$ cat config.mk
export PLATFORM = sky130hd
export DESIGN_NAME = pin_gain_loader
export DESIGN_NICKNAME = d
export VERILOG_FILES = /design/src/rtl/pgl_pkg.sv /design/src/rtl/pgl_window.sv /design/src/rtl/pgl_gain_reg.sv /design/src/rtl/pgl_tx_route.sv /design/src/rtl/pin_gain_loader.sv
export SDC_FILE = /design/constraint.sdc
export NUM_CORES = 1
export LEC_CHECK = 0
export ABC_AREA = 1
export BUFFER_PORTS_ARGS = -buffer_cell sky130_fd_sc_hd__clkbuf_2
export CORE_UTILIZATION = 43
export CTS_CLUSTER_SIZE = 16
export DETAILED_ROUTE_END_ITERATION = 16
export GPL_TIMING_DRIVEN = 1
export PLACE_DENSITY = 0.76
export SYNTH_ARGS = -nofsm -noshare
export SYNTH_HDL_FRONTEND = slang
export SYNTH_SLANG_ARGS = --single-unit
export TNS_END_PERCENT = 100
$ cat constraint.sdc
create_clock -name clk -period 1.05 [get_ports clk]
set_input_delay 0.0525 -clock clk [delete_from_list [all_inputs] [get_ports clk]]
set_output_delay 0.0525 -clock clk [all_outputs]
set_load 0.02 [all_outputs]
$ cat src/rtl/pgl_pkg.sv
package pgl_pkg;
    // Which source writes the gain register in a given cycle
    typedef enum logic [1:0] {
        SRC_NONE   = 2'd0,
        SRC_PIN    = 2'd1,
        SRC_SERIAL = 2'd2
    } gain_src_e;
endpackage

$ cat src/rtl/pgl_window.sv
module pgl_window #(
    parameter int BUS_W    = 6,
    parameter int GAIN_W   = 5,
    parameter int GAIN_LSB = 1,
    parameter int HOLD     = 3
) (
    input  logic              clk,
    input  logic              rst_n,
    input  logic [BUS_W-1:0]  bus_i,
    input  logic              sync_i,
    input  logic              sel_i,
    output logic              commit_o,
    output logic [GAIN_W-1:0] field_o
);
    localparam int CW = $clog2(HOLD + 1);
    localparam logic [CW-1:0] HOLD_C = CW'(HOLD);
    localparam logic [CW-1:0] ONE_C  = CW'(1);

    typedef struct packed {
        logic [CW-1:0]     cnt;
        logic [GAIN_W-1:0] held;
    } win_t;

    win_t st_d, st_q;
    logic qual;
    logic same;

    always_comb begin
        st_d     = st_q;
        field_o  = bus_i[GAIN_LSB +: GAIN_W];
        qual     = sel_i & ~sync_i;
        same     = (st_q.cnt != '0) && (field_o == st_q.held);
        commit_o = 1'b0;
        if (!qual) begin
            st_d.cnt = '0;
        end else begin
            st_d.held = field_o;
            if (!same) begin
                st_d.cnt = ONE_C;
            end else if (st_q.cnt != HOLD_C) begin
                st_d.cnt = st_q.cnt + ONE_C;
            end
            commit_o = (st_d.cnt == HOLD_C) && !(same && st_q.cnt == HOLD_C);
        end
    end

    always_ff @(posedge clk or negedge rst_n) begin
        if (!rst_n) st_q <= '0;
        else        st_q <= st_d;
    end
endmodule

$ cat src/rtl/pgl_gain_reg.sv
module pgl_gain_reg #(
    parameter int GAIN_W = 5
) (
    input  logic              clk,
    input  logic              rst_n,
    input  logic              pin_commit_i,
    input  logic [GAIN_W-1:0] pin_field_i,
    input  logic              ser_wr_i,
    input  logic [GAIN_W-1:0] ser_gain_i,
    output logic [GAIN_W-1:0] gain_o,
    output logic              upd_o
);
    import pgl_pkg::*;

    typedef struct packed {
        logic [GAIN_W-1:0] gain;
        logic              upd;
    } greg_t;

    greg_t st_d, st_q;
    gain_src_e src;

    always_comb begin
        if (ser_wr_i)          src = SRC_SERIAL;
        else if (pin_commit_i) src = SRC_PIN;
        else                   src = SRC_NONE;

        st_d     = st_q;
        st_d.upd = (src != SRC_NONE);
        case (src)
            SRC_SERIAL: st_d.gain = ser_gain_i;
            SRC_PIN:    st_d.gain = pin_field_i;
            default:    st_d.gain = st_q.gain;
        endcase
    end

    always_ff @(posedge clk or negedge rst_n) begin
        if (!rst_n) st_q <= '0;
        else        st_q <= st_d;
    end

    assign gain_o = st_q.gain;
    assign upd_o  = st_q.upd;
endmodule

$ cat src/rtl/pgl_tx_route.sv
module pgl_tx_route #(
    parameter int BUS_W = 6
) (
    input  logic             clk,
    input  logic             rst_n,
    input  logic [BUS_W-1:0] bus_i,
    input  logic             sel_i,
    output logic [BUS_W-1:0] data_o,
    output logic             valid_o
);
    typedef struct packed {
        logic [BUS_W-1:0] data;
        logic             valid;
    } tx_t;

    tx_t st_d, st_q;

    always_comb begin
        st_d       = st_q;
        st_d.valid = ~sel_i;
        if (!sel_i) st_d.data = bus_i;
    end

    always_ff @(posedge clk or negedge rst_n) begin
        if (!rst_n) st_q <= '0;
        else        st_q <= st_d;
    end

    assign data_o  = st_q.data;
    assign valid_o = st_q.valid;
endmodule

$ cat src/rtl/pin_gain_loader.sv
module pin_gain_loader #(
    parameter int BUS_W    = 6,
    parameter int GAIN_W   = 5,
    parameter int GAIN_LSB = 1,
    parameter int HOLD     = 3
) (
    input  logic              clk,
    input  logic              rst_n,
    input  logic [BUS_W-1:0]  bus_i,
    input  logic              sync_i,
    input  logic              gain_sel_i,
    input  logic              spi_wr_i,
    input  logic [GAIN_W-1:0] spi_gain_i,
    output logic [BUS_W-1:0]  tx_data_o,
    output logic              tx_valid_o,
    output logic [GAIN_W-1:0] gain_o,
    output logic              gain_upd_o
);
    logic              pin_commit;
    logic [GAIN_W-1:0] pin_field;

    pgl_window #(
        .BUS_W(BUS_W), .GAIN_W(GAIN_W), .GAIN_LSB(GAIN_LSB), .HOLD(HOLD)
    ) u_window (
        .clk(clk), .rst_n(rst_n), .bus_i(bus_i), .sync_i(sync_i),
        .sel_i(gain_sel_i), .commit_o(pin_commit), .field_o(pin_field)
    );

    pgl_gain_reg #(.GAIN_W(GAIN_W)) u_greg (
        .clk(clk), .rst_n(rst_n), .pin_commit_i(pin_commit),
        .pin_field_i(pin_field), .ser_wr_i(spi_wr_i), .ser_gain_i(spi_gain_i),
        .gain_o(gain_o), .upd_o(gain_upd_o)
    );

    pgl_tx_route #(.BUS_W(BUS_W)) u_tx (
        .clk(clk), .rst_n(rst_n), .bus_i(bus_i), .sel_i(gain_sel_i),
        .data_o(tx_data_o), .valid_o(tx_valid_o)
    );
endmodule

# Word level (Yosys, flattened, before mapping)
# Cells that the tools add are included.
# totals
ff_bits	20
inputBits	16
out_inout_bits	13
elab_cells	31
# op_classes
addsub	1
eq_ne	6
n_mux	8
bitwise_logic	3
n_reduce_logical	7
# op_table
operator	n
$mux W2	5
$pmux W5 S2	1
$eq A2 B2 Y1 const B	3
$reduce_bool A2 Y1	3
$eq A5 B5 Y1	1
$logic_and A1 B1 Y1	3
$add A2 B1 Y2 const B	1
$eq A2 B1 Y1 const B	1
$mux W1	2
$ne A2 B2 Y1 const B	1
$not A1 Y1	2
$and A1 B1 Y1	1
$logic_not A1 Y1	1

# Longest topological paths before layout
# Gate-level depths: netlist of run 1.
# depth
word_depth	11
mapped_depth	8
ltp_nobuf	8

# Cells and area by module
# From an unflattened synthesis of run 1, not the netlist that was laid out.
# hier_totals
hier_cells	111
hier_area_um2	920.9
# by_module_without_submodules
mod	n_inst	cells_per_inst	area_per_inst_um2	seq_area_each_um2
pgl_window	1	56	422.9	175.2
pgl_gain_reg	1	29	251.5	150.1
pgl_tx_route	1	26	246.5	175.2

# Worst setup path after synthesis of run 1
# OpenSTA, ideal clock, no wires.
# synth_path
path_type	flip-flop to flip-flop
from	reg u_window.st_q[5] in the netlist's numbering
to	reg u_greg.st_q, in the netlist u_greg.gain_o[2]
arrival_ps	980
required_ps	925
setup_slack_ps	-56
stages_incl_launch_ff	7
path_cell_list	dfrtp_1 -> inv_1 -> nand2_1 -> nor2_4 -> nand4_1 -> nand3_1 -> nand3_1
# synth_via
elab_chain_len	11
word_cells_on_any_way	19
# synth_rtl
item	line_no	text
start: declaration	pgl_window.sv:24	win_t st_d, st_q;
start signal: assignment	pgl_window.sv:49	else st_q <= st_d;
$add A2 B1 Y2 (tied with other cells)	pgl_window.sv:41	st_d.cnt = st_q.cnt + ONE_C;
$mux W2 or $logic_and A1 B1 Y1 (tied branches)	pgl_window.sv:40, pgl_window.sv:32	
$mux W2	pgl_window.sv:38	if (!same) begin
$mux W2	pgl_window.sv:34	if (!qual) begin
$eq A2 B2 Y1	pgl_window.sv:43	commit_o = (st_d.cnt == HOLD_C) && !(same && st_q.cnt == HOLD_C);
$logic_and A1 B1 Y1 *	pgl_window.sv:43	
$mux W1 *	pgl_window.sv:34	
$mux W1 *	pgl_gain_reg.sv:25	else if (pin_commit_i) src = SRC_PIN;
$mux W2 *	pgl_gain_reg.sv:24	if (ser_wr_i) src = SRC_SERIAL;
$eq A2 B1 Y1 or $eq A2 B2 Y1 (tied branches)	pgl_gain_reg.sv:30	case (src)
$pmux W5 S2 or $reduce_bool A2 Y1 (tied branches)	--	
end signal: assignment	pgl_gain_reg.sv:39	else st_q <= st_d;
end: declaration	pgl_gain_reg.sv:20	greg_t st_d, st_q;
# Mark *: on every way between the ends. The rest lies on a longest branch, timed or not. The select of a mux whose other input is x is not followed.
# A chain may end at the register's enable or synchronous reset.

# Worst setup path in the final report of run 1
# layout_path
from	reg u_window.st_q[3] in the netlist's numbering
to	reg u_greg.st_q, in the netlist u_greg.gain_o[1]
# layout_via
elab_chain_len	11
word_cells_on_any_way	15
# layout_rtl
item	line_no	text
$eq A5 B5 Y1 *	pgl_window.sv:32	same = (st_q.cnt != '0) && (field_o == st_q.held);
$logic_and A1 B1 Y1 *	pgl_window.sv:32	
$mux W2	pgl_window.sv:38	
$mux W2	pgl_window.sv:34	
$eq A2 B2 Y1	pgl_window.sv:43	
$logic_and A1 B1 Y1 *	pgl_window.sv:43	
$mux W1 *	pgl_window.sv:34	
$mux W1 *	pgl_gain_reg.sv:25	
$mux W2 *	pgl_gain_reg.sv:24	
$eq A2 B1 Y1 or $eq A2 B2 Y1 (tied branches)	pgl_gain_reg.sv:30	
$pmux W5 S2 or $reduce_bool A2 Y1 (tied branches)	--	
# Marked as above.

==> key figures, run 1 <==
Setup path
  – Endpoint type of the worst setup path: flip-flop
  – Max incr delay on CP: 0.38 ns
  – CP Data Arrival Time: 1.49 ns
  – CP Cell Sequence: inv_1 -> nand2_1 -> nand2_1 -> nor2_1 -> nand4_1 -> nand3_1 -> nand3_1
  – CP Class: reg -> reg
  – Maximum fanout along the worst path: 6
  – Slowest stage cell, crit path: dfrtp_1
  – Worst Path Required: 1.25 ns
  – Crit start category: flip-flop

Cells and area
  – Nets: 167
  – Reg area: 500 um^2
  – Fillers: 185
  – Most frequent cells in the layout: 33 x nand2_1, 28 x clkbuf_2, 20 x dfrtp_1
  – Final core occ: 61.7%
  – Ant diodes: 0
  – Area grow syn2layout: 36.0%
  – Share of layout cells above drive strength 1: 29.5%
  – Commonest non-fill, non-tap cell in the layout: nand2_1
  – Multi-input gate area: 339 um^2

Worst hold path
  – Hold Path Class: in -> reg

Die
  – Num ports: 29
  – DIE WIDTH: 47.5 um
  – Die height: 47.5 um
  – Cell Rows: 16
  – Die area: 2260 um^2
  – Initial core utilization: 45.4%
  – CORE AREA: 1960 um^2

Pwr
  – Leak Pwr: 0.656 nW
  – Total power: 0.00159 W
  – Power density cells: 1310 nW/um^2
  – VDD IR-drop max: 0.644 mV

STA
  – Max-Slew Margin vs Limit: 66.5%
  – Setup_tns: -1.59 ns
  – F_max: 770 MHz
  – Worst-case clock skew: 0.00368 ns
  – Pins Over Slew Limit: 0
  – Final Cycle Share: 124%
  – # setup viols final: 8
  – Worst Max-Slew Pin Slew: 0.502 ns
  – Final Critical Period: 1.30 ns
  – Final worst-path setup slack: -0.249 ns
  – RSZ-0062 raised after global routing: true
  – Final Hold Fails: 0

Global route
  – Largest net degree at the start of global routing: 21
  – First-pass GRT wire length: 3.11 mm
  – Initial antenna violation count: 0
  – GRT Util Overall: 20.5%
  – Vias in the first global route: 756
  – GRT overflow: 0

CTS
  – CTS root buf: clkbuf_4
  – CTS max path bufs: 2
  – Total clock buffers created by CTS: 3
  – Clock-pin transition on the worst setup and hold timing paths: 0.10 ns
  – CTS H-Tree Depth: 1
  – Sink Count: 20
  – CTS tree: done
  – Worst-Skew Late Latency: 0.30 ns

Synth
  – Mapped cell area: 891 um^2
  – Synthesized instance count: 107
  – Synth warn: 0
  – FF+latch count, synth: 20
  – Post-Syn Nets: 123
  – Library cells used by synthesis: 11
  – Mapped Avg Cell Area: 8.33 um^2
  – Register area share after synthesis: 56.2%

Route
  – Vias: 858
  – DRC viols: 0
  – Drt total wl: 2.11 mm
  – Post-DRT Antenna Nets: 0
  – Wire per inst: 12.0 um
  – Vias/cell: 4.88
  – 1st-pass router iterations: 4
  – DR iter-0 viols: 26

Placed design
  – # port buffers: 28
  – Routability cong.: 0.758
  – Dpl hpwl: 1.40 mm

Job
  – Max-cap viol count: 0

Outcome
  – Outcome: finished with violations
  – Failing checks: setup timing
-- path summary, 6_finish.rpt --
kind	startpoint	to	slack, ns	depth (start not counted)
min reg2reg	u_tx.data_o[0]	u_tx.data_o[0]	0.49	2
max	u_window.st_q[3]	u_greg.gain_o[1]	-0.25	7
min in group asynchronous	rst_n	u_greg.gain_o[4]	0.24	2
max reg2reg	u_window.st_q[3]	u_greg.gain_o[1]	-0.25	7
min	spi_wr_i	u_greg.gain_o[1]	0.04	3
max in group asynchronous	rst_n	u_window.st_q[4]	0.47	2
-- cell usage after synthesis (all sizes together) --
| library cell | instances | area [um^2] |
|---|---|---|
| nand2 | 34 | 128 |
| o21ai | 11 | 55.1 |
| a21oi | 1 | 5.00 |
| xnor2 | 1 | 8.76 |
| clkbuf | 3 | 11.3 |
| inv | 14 | 52.6 |
| dfrtp | 20 | 500 |
| nand4 | 6 | 37.5 |
| nand3 | 11 | 55.1 |
| nor2 | 6 | 37.5 |
-- where the power goes --
part           internal (W)  switching (W)  leakage [nW]
Clock              0.000134       0.000219        0.0138
Sequential         0.000837      0.0000429         0.246
Combinational      0.000144       0.000213         0.396
-- kinds of logic after synthesis --
family,share of synthesized area [%]
buf+inv,7.16
xor+xnor,0.983
flops,56.2
simple gates,28.9
compound gates,6.74
-- metrics by stage --
stage / setup WS, ns / instances / hold WS [ns] / instance area [um^2]
floorplan: -0.0407 / 107 / -0.243 / 893
global route: -0.349 / 176 / 0.0508 / 1210
detailed placement: -0.207 / 164 / 0.0337 / 1090
finish: -0.249 / 176 / 0.0419 / 1210
global placement: -0.154 / 164 / 0.0322 / 1090
CTS: -0.188 / 175 / 0.0355 / 1200
-- repair_timing --
item                                   CTS  global route
gates resized for setup                  2             0
endpoints found under the hold margin   26             0
hold buffers                             7             0
pin swaps                                7             2
buffers inserted                         1             1
setup endpoints to repair                8             8
-- cell type report --
type                       count  share of cell area, %
inverter                      14                   4.34
sequential                    20                   41.3
clock buffer                   3                   1.86
tap                           27                   2.79
multi-input combinational     70                   28.0
timing repair buffer          42                   21.7
-- metal layers --
metal	vias up	track usage, %	part of all wire [%]
met5	-	0	0
met4	0	12.0	2.3
met3	5	3.77	2.8
met2	14	33.7	56
met1	411	25.1	39
li1	428	-	-
-- worst max-delay path, delay by kind of cell, from the launching register on --
family / cells / cell delay (ns)
buf+inv: 1 / 0.05
flops: 1 / 0.38
simple gates: 6 / 0.76
-- sequential cells by signal (all words and copies together), names as in the netlist --
register / count
u_greg.gain_o: 5
u_greg.upd_o: 1
u_tx.valid_o: 1
u_tx.data_o: 6
u_window.st_q: 7
Power figures use the tool's default switching activity.
==> inputs of run 2 (changes only) <==
- CORE_UTILIZATION: 43 -> 46
- CTS_BUF_LIST: default -> sky130_fd_sc_hd__clkbuf_2
- PLACE_DENSITY: 0.76 -> 0.8
==> run 2 against run 1 <==
Effect of this change: highest routed layer unchanged; the flow still finishes with violations (setup timing); fmax is 1.4% lower; clock skew increased by 0.0052 ns; largest power group unchanged; die area is 6.3% lower; utilization up 6.7 points; sequential cell count unchanged; sequential power about the same; clock power down 7.6%; first-iteration DRC count decreased by 27%; global-route usage increased by 2.3 points; combinational power about the same; critical path depth stayed put; hold slack got worse by 0.038 ns.
==> key figures, run 2 (synthesized netlist as in run 1, its figures left out) <==
Outcome
  – Outcome: finished with violations
  – Failing checks: setup timing

Die
  – Die height: 46.0 um
  – Cell Rows: 15
  – CORE AREA: 1760 um^2
  – Initial core utilization: 50.5%
  – Num ports: 29
  – DIE WIDTH: 46.0 um
  – Die area: 2120 um^2

Setup path
  – CP Data Arrival Time: 1.55 ns
  – R2r startpoint: u_window.st_q[0]
  – Maximum fanout along the worst path: 6
  – Endpoint type of the worst setup path: flip-flop
  – CP Class: reg -> reg
  – Worst Path Required: 1.29 ns
  – CP startpoint: u_window.st_q[0]
  – Crit start category: flip-flop

STA
  – Worst Max-Slew Pin Slew: 0.495 ns
  – Final Hold Fails: 0
  – Pins Over Slew Limit: 0
  – F_max: 759 MHz
  – Final Cycle Share: 125%
  – Final Critical Period: 1.32 ns
  – # setup viols final: 8
  – RSZ-0062 raised after global routing: true
  – Final worst-path setup slack: -0.267 ns
  – Setup_tns: -1.73 ns
  – Worst-case clock skew: 0.00889 ns
  – Max-Slew Margin vs Limit: 67.0%

Route
  – DR iter-0 viols: 19
  – Wire per inst: 12.1 um
  – 1st-pass router iterations: 5
  – Vias: 857
  – Vias/cell: 4.90
  – DRC viols: 0
  – Post-DRT Antenna Nets: 0
  – Drt total wl: 2.12 mm

Worst hold path
  – Hold Path Class: in -> reg
  – Hold_sp: bus_i[3]

CTS
  – Clock-pin transition on the worst setup and hold timing paths: 0.19 ns
  – CTS H-Tree Depth: 1
  – CTS max path bufs: 2
  – CTS root buf: clkbuf_2
  – Sink Count: 20
  – Worst-Skew Late Latency: 0.33 ns
  – CTS tree: done
  – Total clock buffers created by CTS: 3

Pwr
  – Combinational share of power: 23.0%
  – Switch share: 31.9%
  – VDD IR-drop max: 0.823 mV
  – Pint: 0.00106 W
  – Net Switching: 0.000499 W
  – Leak Pwr: 0.656 nW
  – Power density cells: 1300 nW/um^2
  – Clock share of power: 20.8%
  – Total power: 0.00156 W
  – Sequential group share of total power: 56.2%

Cells and area
  – Fillers: 148
  – Nets: 167
  – Area grow syn2layout: 35.5%
  – Ant diodes: 0
  – Most frequent cells in the layout: 32 x nand2_1, 31 x clkbuf_2, 20 x dfrtp_1
  – Max reg flops: 7
  – Share of layout cells above drive strength 1: 30.0%
  – Design Area, Final: 1210 um^2
  – Commonest non-fill, non-tap cell in the layout: nand2_1
  – Top reg by flops: u_window.st_q

Global route
  – GRT overflow: 0
  – GRT Util Overall: 22.8%
  – Largest net degree at the start of global routing: 21
  – Vias in the first global route: 776
  – Initial antenna violation count: 0
  – First-pass GRT wire length: 3.31 mm

Placed design
  – Pre-CTS setup slack: -0.208 ns
  – Dpl hpwl: 1.45 mm
  – Dpl cell area: 1090 um^2
  – Routability cong.: 0.806
  – # port buffers: 28

Job
  – Max-cap viol count: 0
[run 2: routing by layer]
layer / up-vias / GRT usage [%] / routed length, um
li1: 428 / - / -
met1: 401 / 27.5 / 862
met2: 24 / 37.7 / 1120
met3: 4 / 3.97 / 82
met4: 0 / 13.5 / 46
met5: - / 0 / 0
[run 2: final cells by class]
type	instances	area (um^2)	share of cell area, %
Sequential cell	20	500	41.5
Multi-Input combinational cell	70	342	28.3
Timing Repair Buffer	42	263	21.8
Inverter	14	52.6	4.35
Tap cell	25	31.3	2.59
Clock buffer	3	15.0	1.24
Clock inverter	1	3.75	0.311
[run 2: critical path: stages (launching register included)]
cell and delay, ns:
dfrtp_1 0.41, inv_1 0.05, nand2_1 0.05, nand2_1 0.05
nor2_2 0.13, nand4_1 0.26, nand3_1 0.19, nand3_1 0.08
[run 2: power groups by stage]
stage / Combinational, W / Sequential, W / Clock [W]
finish: 0.000359 / 0.000879 / 0.000326
CTS: 0.000357 / 0.000878 / 0.000320
global placement: 0.000308 / 0.000888 / 0
detailed placement: 0.000319 / 0.000893 / 0
global route: 0.000397 / 0.000889 / 0.000347
floorplan: 0.000133 / 0.000940 / 0
[run 2: worst paths after layout]
check / end / slack (ns) / cells after the start
min in group asynchronous: u_tx.data_o[5] / 0.18 / 2
worst max-delay path: u_greg.gain_o[4] / -0.27 / 7
worst max register to register: u_greg.gain_o[4] / -0.27 / 7
max in group asynchronous: u_tx.data_o[3] / 0.53 / 2
worst min-delay path: u_greg.gain_o[2] / 0.004 / 3
worst min register to register: u_tx.data_o[4] / 0.51 / 2
[run 2: stage by stage]
stage                     std cells  util (%)  hold slack [ns]
after floorplan                 107         -           -0.243
after global routing            175      68.4           0.0146
after detailed placement        162      61.8           0.0340
after CTS                       175      68.3           0.0169
after global placement          162      61.8           0.0316
final                           175      68.4          0.00428
[run 2: what timing repair did]
item                                   4_1_cts  5_1_grt
hold buffers                                 7        0
endpoints found under the hold margin       26        0
setup endpoints to repair                    8        8
buffers inserted                             2        0
pin swaps                                   14        2
gates resized for setup                      2        1
